`config.mk`:
```
export PLATFORM = sky130hd
export DESIGN_NAME = iommu_ctl_front
export DESIGN_NICKNAME = d
export VERILOG_FILES = /design/src/rtl/iommu_ctl_pkg.sv /design/src/rtl/iommu_ctl_decode.sv /design/src/rtl/iommu_ctl_errtrack.sv /design/src/rtl/iommu_ctl_qbase.sv /design/src/rtl/iommu_ctl_front.sv
export SDC_FILE = /design/constraint.sdc
export NUM_CORES = 1
export LEC_CHECK = 0
export ABC_AREA = 0
export BUFFER_PORTS_ARGS = -buffer_cell sky130_fd_sc_hd__buf_2
export CORE_MARGIN = 2
export CORE_UTILIZATION = 51
export CTS_CLUSTER_SIZE = 24
export DETAILED_ROUTE_END_ITERATION = 12
export MAX_ROUTING_LAYER = met4
export PLACE_DENSITY_LB_ADDON = 0.12
export SLEW_MARGIN = 10
export SYNTH_ARGS = -nofsm -noshare
export SYNTH_HDL_FRONTEND = slang
export SYNTH_HIERARCHICAL = 1
export SYNTH_SLANG_ARGS = --single-unit
```
`constraint.sdc`:
```
create_clock -name clk -period 2.85 [get_ports clk]
set_input_delay 0.285 -clock clk [delete_from_list [all_inputs] [get_ports clk]]
set_output_delay 0.285 -clock clk [all_outputs]
set_load 0.05 [all_outputs]
```
`src/rtl/iommu_ctl_pkg.sv`:
```
// Package: shared register selector type and byte offsets of the control space.
package iommu_ctl_pkg;
    typedef enum logic [3:0] {
        RS_NONE,
        RS_ID,
        RS_IDWIN,
        RS_CTRL,
        RS_CTRLACK,
        RS_IRQEN,
        RS_ERR,
        RS_ERRACK,
        RS_QBASE
    } reg_sel_e;

    localparam int ID_WORDS   = 6;
    localparam int CTRL_OFF   = 'h020;
    localparam int CACK_OFF   = 'h024;
    localparam int IRQEN_OFF  = 'h050;
    localparam int ERR_OFF    = 'h060;
    localparam int EACK_OFF   = 'h064;
    localparam int QB_OFF     = 'h090;
    localparam int QB_STRIDE  = 'h010;
    localparam int WIN_LO     = 'hFDC;
    localparam int WIN_HI     = 'hFFC;
endpackage

```
`src/rtl/iommu_ctl_decode.sv`:
```
// Address decoder: maps a byte address to a register selector and queue index.
// Assumes AW >= 12; misaligned addresses decode to RS_NONE.
module iommu_ctl_decode
    import iommu_ctl_pkg::*;
#(
    parameter int AW  = 12,
    parameter int NQ  = 2,
    localparam int QIW = (NQ > 1) ? $clog2(NQ) : 1
) (
    input  logic [AW-1:0]  addr,
    output reg_sel_e       sel,
    output logic [QIW-1:0] qidx
);
    // Purpose: compare the aligned address against every mapped region.
    always_comb begin
        sel  = RS_NONE;
        qidx = '0;
        if (addr[1:0] == 2'b00) begin
            if (addr < AW'(ID_WORDS * 4))
                sel = RS_ID;
            else if (addr >= AW'(WIN_LO) && addr <= AW'(WIN_HI))
                sel = RS_IDWIN;
            else if (addr == AW'(CTRL_OFF))
                sel = RS_CTRL;
            else if (addr == AW'(CACK_OFF))
                sel = RS_CTRLACK;
            else if (addr == AW'(IRQEN_OFF))
                sel = RS_IRQEN;
            else if (addr == AW'(ERR_OFF))
                sel = RS_ERR;
            else if (addr == AW'(EACK_OFF))
                sel = RS_ERRACK;
            else begin
                for (int q = 0; q < NQ; q++) begin
                    if (addr == AW'(QB_OFF + q * QB_STRIDE)) begin
                        sel  = RS_QBASE;
                        qidx = QIW'(q);
                    end
                end
            end
        end
    end
endmodule

```
`src/rtl/iommu_ctl_errtrack.sv`:
```
// Error tracker: error word and its acknowledge word; an error is outstanding
// while the two differ. Raises flip only idle bits; acknowledges touch only
// outstanding bits. Assumes raise pulses last one cycle.
module iommu_ctl_errtrack #(
    parameter int EW = 8
) (
    input  logic          clk,
    input  logic          rst_n,
    input  logic [EW-1:0] raise,
    input  logic          ack_wr,
    input  logic [EW-1:0] ack_data,
    output logic [EW-1:0] err_q,
    output logic [EW-1:0] ack_q,
    output logic [EW-1:0] pend
);
    assign pend = err_q ^ ack_q;

    // Purpose: update error and acknowledge words under the toggle-match rule.
    always_ff @(posedge clk) begin
        if (!rst_n) begin
            err_q <= '0;
            ack_q <= '0;
        end else begin
            err_q <= err_q ^ (raise & ~pend);
            if (ack_wr)
                ack_q <= (ack_q & ~pend) | (ack_data & pend);
        end
    end

    // an outstanding error bit never changes on the error side
    a_r6_raise_only_idle: assert property (@(posedge clk) disable iff (!rst_n)
        ((err_q ^ $past(err_q)) & $past(pend)) == '0);
    // acknowledge bits move only where an error was outstanding
    a_r7_ack_pending_only: assert property (@(posedge clk) disable iff (!rst_n)
        ((ack_q ^ $past(ack_q)) & ~$past(pend)) == '0);
    // without an acknowledge write the acknowledge word holds
    a_r7_ack_needs_write: assert property (@(posedge clk) disable iff (!rst_n)
        !ack_wr |=> $stable(ack_q));
endmodule

```
`src/rtl/iommu_ctl_qbase.sv`:
```
// Queue base register: stores a write with the low alignment bits and the
// read-allocate hint bit cleared. Assumes RA_BIT lies above bit 5.
module iommu_ctl_qbase #(
    parameter int DW     = 32,
    parameter int RA_BIT = 30,
    localparam logic [DW-1:0] KEEP = ~((DW'(1) << RA_BIT) | DW'(6'h3f))
) (
    input  logic          clk,
    input  logic          rst_n,
    input  logic          wr,
    input  logic [DW-1:0] wdata,
    output logic [DW-1:0] base
);
    // Purpose: capture masked base address on write.
    always_ff @(posedge clk) begin
        if (!rst_n)
            base <= '0;
        else if (wr)
            base <= wdata & KEEP;
    end

    // cleared bits never hold a one
    a_r4_low_clear: assert property (@(posedge clk) disable iff (!rst_n)
        (base & ~KEEP) == '0);
endmodule

```
`src/rtl/iommu_ctl_front.sv`:
```
// Control register front end: decodes writes into control, mirror,
// interrupt-enable, error-acknowledge and queue-base registers, drops writes
// to identification space, and pulses a command queue restart after every
// error-acknowledge write. Assumes one write per cycle.
module iommu_ctl_front
    import iommu_ctl_pkg::*;
#(
    parameter int          AW      = 12,
    parameter int          DW      = 32,
    parameter int          EW      = 8,
    parameter int          NQ      = 2,
    parameter int          RA_BIT  = 30,
    parameter logic [31:0] ID_SEED = 32'h5A3C_0000,
    localparam int         QIW     = (NQ > 1) ? $clog2(NQ) : 1
) (
    input  logic             clk,
    input  logic             rst_n,
    input  logic             wr_en,
    input  logic [AW-1:0]    wr_addr,
    input  logic [DW-1:0]    wr_data,
    input  logic [AW-1:0]    rd_addr,
    output logic [DW-1:0]    rd_data,
    input  logic [EW-1:0]    err_raise,
    output logic [DW-1:0]    ctrl_word,
    output logic [NQ*DW-1:0] q_base,
    output logic             gerr_irq,
    output logic             cmdq_restart
);
    reg_sel_e       wr_sel, rd_sel;
    logic [QIW-1:0] wr_qidx, rd_qidx;
    logic [DW-1:0]  ctrl_q, cack_q;
    logic           irq_en_q;
    logic [EW-1:0]  err_q, eack_q, pend;
    logic           restart_q;
    logic [DW-1:0]  qb [NQ];

    iommu_ctl_decode #(.AW(AW), .NQ(NQ)) u_wdec (
        .addr(wr_addr), .sel(wr_sel), .qidx(wr_qidx));
    iommu_ctl_decode #(.AW(AW), .NQ(NQ)) u_rdec (
        .addr(rd_addr), .sel(rd_sel), .qidx(rd_qidx));

    iommu_ctl_errtrack #(.EW(EW)) u_err (
        .clk(clk), .rst_n(rst_n), .raise(err_raise),
        .ack_wr(wr_en && wr_sel == RS_ERRACK), .ack_data(wr_data[EW-1:0]),
        .err_q(err_q), .ack_q(eack_q), .pend(pend));

    for (genvar q = 0; q < NQ; q++) begin : g_q
        iommu_ctl_qbase #(.DW(DW), .RA_BIT(RA_BIT)) u_qb (
            .clk(clk), .rst_n(rst_n),
            .wr(wr_en && wr_sel == RS_QBASE && wr_qidx == QIW'(q)),
            .wdata(wr_data), .base(qb[q]));
        assign q_base[q*DW +: DW] = qb[q];
    end

    // Purpose: control word with its same-write acknowledge mirror.
    always_ff @(posedge clk) begin
        if (!rst_n) begin
            ctrl_q <= '0;
            cack_q <= '0;
        end else if (wr_en && wr_sel == RS_CTRL) begin
            ctrl_q <= wr_data;
            cack_q <= wr_data;
        end
    end

    // Purpose: single-bit interrupt enable.
    always_ff @(posedge clk) begin
        if (!rst_n)
            irq_en_q <= 1'b0;
        else if (wr_en && wr_sel == RS_IRQEN)
            irq_en_q <= wr_data[0];
    end

    // Purpose: one-cycle restart pulse after each error-acknowledge write.
    always_ff @(posedge clk) begin
        if (!rst_n)
            restart_q <= 1'b0;
        else
            restart_q <= wr_en && wr_sel == RS_ERRACK;
    end

    assign ctrl_word    = ctrl_q;
    assign cmdq_restart = restart_q;
    assign gerr_irq     = irq_en_q && (pend != '0);

    // Purpose: combinational readback of the addressed register.
    always_comb begin
        rd_data = '0;
        unique case (rd_sel)
            RS_ID, RS_IDWIN: rd_data = DW'(ID_SEED) ^ DW'(rd_addr);
            RS_CTRL:         rd_data = ctrl_q;
            RS_CTRLACK:      rd_data = cack_q;
            RS_IRQEN:        rd_data = DW'(irq_en_q);
            RS_ERR:          rd_data = DW'(err_q);
            RS_ERRACK:       rd_data = DW'(eack_q);
            RS_QBASE: begin
                for (int q = 0; q < NQ; q++)
                    if (rd_qidx == QIW'(q)) rd_data = qb[q];
            end
            default:         rd_data = '0;
        endcase
    end

    // a control write lands in both the word and its mirror
    a_r2_ctrl_mirror: assert property (@(posedge clk) disable iff (!rst_n)
        (wr_en && wr_sel == RS_CTRL) |=>
            (ctrl_q == $past(wr_data)) && (cack_q == $past(wr_data)));
    // acknowledge write is followed by the restart pulse
    a_r8_restart_after_ack: assert property (@(posedge clk) disable iff (!rst_n)
        (wr_en && wr_sel == RS_ERRACK) |=> cmdq_restart);
    // no restart without an acknowledge write
    a_r8_no_spurious_restart: assert property (@(posedge clk) disable iff (!rst_n)
        !(wr_en && wr_sel == RS_ERRACK) |=> !cmdq_restart);
    // identification writes leave stored state alone
    a_r5_id_write_dropped: assert property (@(posedge clk) disable iff (!rst_n)
        (wr_en && (wr_sel == RS_ID || wr_sel == RS_IDWIN)) |=>
            $stable(ctrl_q) && $stable(irq_en_q) && $stable(eack_q));
    // interrupt stays low while disabled
    a_r9_irq_gated: assert property (@(posedge clk) disable iff (!rst_n)
        !irq_en_q |-> !gerr_irq);
endmodule

```
==> metrics.txt <==
FMAX 347 MHz; most frequent cells in the layout buf_2, dfxtp_1, mux2i_1; Yosys top cell by area dfxtp_1; design area between 7000 and 8000 µm²; WL final approximately 17 mm; vias in the first global route between 5000 and 6000; first-pass GRT wire length roughly 26 mm; Critical Path Fanout Max 7; Layout area overhead 33.1%; initial antenna violation count 0; Worst Max-Slew Pin Slew ~1.1 ns; worst-case reg-to-reg path depth 2; Design Power ~2600 µW; via count around 5400; VDD IR-drop max around 0.33 mV; reg2reg setup slack between 1.5 and 2 ns; most common cell after layout, fill and taps aside buf_2; # H-tree levels 3; worst-skew pair later-pin latency 0.36 ns; worst path cell trace buf_2 > nor4_2 > buf_4 > o2111ai_4 > a2111oi_4 > buf_6 > or3b_4 > a21oi_4 > buf_12 > clkbuf_16 > a221o_1 > buf_6; CP endpoint kind primary output; slowest stage delay, CP between 0.3 and 0.4 ns; fin worst setup slack -0.0346 ns; largest net degree at the start of global routing 60; Max Root-Sink Buffers 2; Critical Path Most Common Cell buf_6; routability cong. ~0.86; die extent in y 109 µm; status complete, but fails checks; Max Slew Vio Count 0; total congestion overflow 0; Crit Path Class in2out; Final Non-Filler Cells roughly 950; Hold Fails Final Rpt 0; antenna diode count 0; synth top area cells dfxtp_1, mux2i_1, nor2b_1; port bufs between 150 and 200; Sw Share 27.9%; Critical-path top delay cell a2111oi_4; Cell Rows 38; Syn Inst Count about 610; WHS Path Cells 2; Routed WL per cell between 15 and 20 µm; register area share after synthesis between 30% and 40%; net switching power figure between 700 and 800 µW; Main synth FF type dfxtp_1; synth warn 6; failing checks setup timing; crit path DAT approximately 2.6 ns; root buffer cell clkbuf_8; Final #Nets between 800 and 900; drt pass-1 iters 6; DP Area ~6700 µm²; clock-pin transition on the worst setup and hold timing paths 0.10 ns; Clock Sinks 100; crit path launch type input port; Fin Setup TNS -0.0965 ns; Via density about 5.8; Mapped Area between 5000 and 6000 µm²; Leak between 0.002 and 0.003 µW; fraction of layout instances using a drive strength above 1 approximately 36%; Synth cell types between 50 and 60; die footprint 11800 µm²; HPWL after DPL roughly 12 mm; Async SR Flop Fraction 0%; Die W 109 µm; DRC 0; share of the synthesized area in the top cell type approximately 36%; min-delay src err_raise[1]; register bit count reported by yosys 100; Fin Hold WS ~0.10 ns; core area about 11000 µm²; Final ANT Viol Nets 0; total CTS buffers 9; TritonCTS clock tree built; Combinational Power Share approximately a tenth; post-layout minimum cycle time between 2 and 3 ns; Placed Cells approximately 900; FILL cells 879; Worst Hold Class in2reg; Pwr Density between 300 and 400 nW/µm²; internal power between 1500 and 2000 µW; IO Pins 197; Clock power frac about a third; initial detailed-routing violation count around 430; RSZ-0062 raised after global routing yes; Max Cap Viol 0; period utilization 101%; Worst Clk Skew about 0.0046 ns; synthesized area per cell a little over 9 µm²; relative slew slack 23.6%; Initial Utilization ~52%; Post-synth EDFFs 0; number of setup violations in the final report 7; total track usage 28.3%; WP data required between 2 and 3 ns; Flop pwr share a little under three fifths
kinds of logic (layout without fill, tap and decap cells):
family	Yosys count	after routing	share of synthesized area [%]
simple gates	171	171	18.4
compound gates	154	154	19.0
flops	100	100	35.9
mux	89	89	16.1
buf+inv	78	268	8.70
xor+xnor	11	11	1.73
other cells	2	14	0.135
critical path: cells and delay by family:
| kind | cells | cell delay [ns] |
|---|---|---|
| buf+inv | 6 | 0.98 |
| compound gates | 4 | 0.89 |
| simple gates | 2 | 0.44 |
synth_stat cells (2+ instances only):
master     number
nor2_1         17
nor4_1          6
a211o_1         3
nor2b_1        60
nand4b_1        6
o2bb2ai_1       9
buf_12          4
nand4_1         2
nand3_1        32
clkbuf_1       19
a21oi_1        47
mux2_2          8
a31oi_1         4
buf_2          13
o21ai_0        37
o32ai_2         2
o22ai_1         8
nand3b_1        5
o32ai_1         6
xnor2_1         3
nor4_4          2
a221o_1        19
o2111ai_1       2
buf_4          15
or3_1           3
buf_6           7
conb_1          2
o31ai_1         2
a211oi_1        7
inv_1          14
nand2_1        17
nand2b_1        6
buf_1           4
a2111oi_2       2
o2bb2ai_2       3
mux2i_1        81
dfxtp_1       100
xor2_1          8
nor3b_1         6
worst max path at each step:
| stage | startpoint | end | slack, ns | cells after the start |
|---|---|---|---|---|
| floorplan | rd_addr[4] | rd_data[12] | -0.23 | 10 |
| global placement | rd_addr[8] | rd_data[26] | -0.11 | 9 |
| detailed placement | rd_addr[8] | rd_data[6] | -0.18 | 10 |
| CTS | rd_addr[11] | rd_data[18] | -0.02 | 9 |
| global route | rd_addr[8] | rd_data[9] | -0.08 | 12 |
| finish | rd_addr[1] | rd_data[6] | -0.03 | 12 |
per-layer routing:
layer | vias to the layer above | global-route usage [%] | share of wire (%)
li1 | 2589 | - | -
met1 | 2620 | 35.5 | 42
met2 | 212 | 46.4 | 50
met3 | 28 | 4.30 | 6.1
met4 | 0 | 10.2 | 2.0
met5 | - | - | 0
stage by stage:
step                      setup slack [ns]  util [%]
after floorplan                     -0.233         -
after global placement              -0.106      62.3
after detailed placement            -0.182      62.3
after CTS                          -0.0189      64.6
after global routing               -0.0849      69.2
final                              -0.0346      69.2
repair_timing:
| action | 4_1_cts | 5_1_grt |
|---|---|---|
| pin swaps | 1 | 25 |
| gates resized for setup | 20 | 97 |
| endpoints found under the hold margin | 0 | 0 |
| hold buffers | 0 | 0 |
| cloned | 0 | 5 |
| endpoints found under the setup margin | 31 | 32 |
| buffers inserted | 1 | 6 |
power groups by stage:
stage	clock network, µW	logic, µW	registers (µW)
2_1_floorplan	0	145	1450
3_3_place_gp	0	233	1450
3_5_place_dp	0	236	1450
4_1_cts	896	238	1420
5_1_grt	948	279	1420
6_report	881	258	1420
layout make-up:
cell class                 count  area (µm²)  share of cell area [%]
timing repair buffer         236        1670                    22.5
tap                          140         175                    2.36
sequential                   100        2000                    26.9
clock buffer                   9         124                    1.67
multi-input combinational    439        3330                    44.8
clock inverter                 7        67.6                   0.909
inverter                      16        62.6                   0.842
Note: power is estimated with default switching activity, not from simulation.
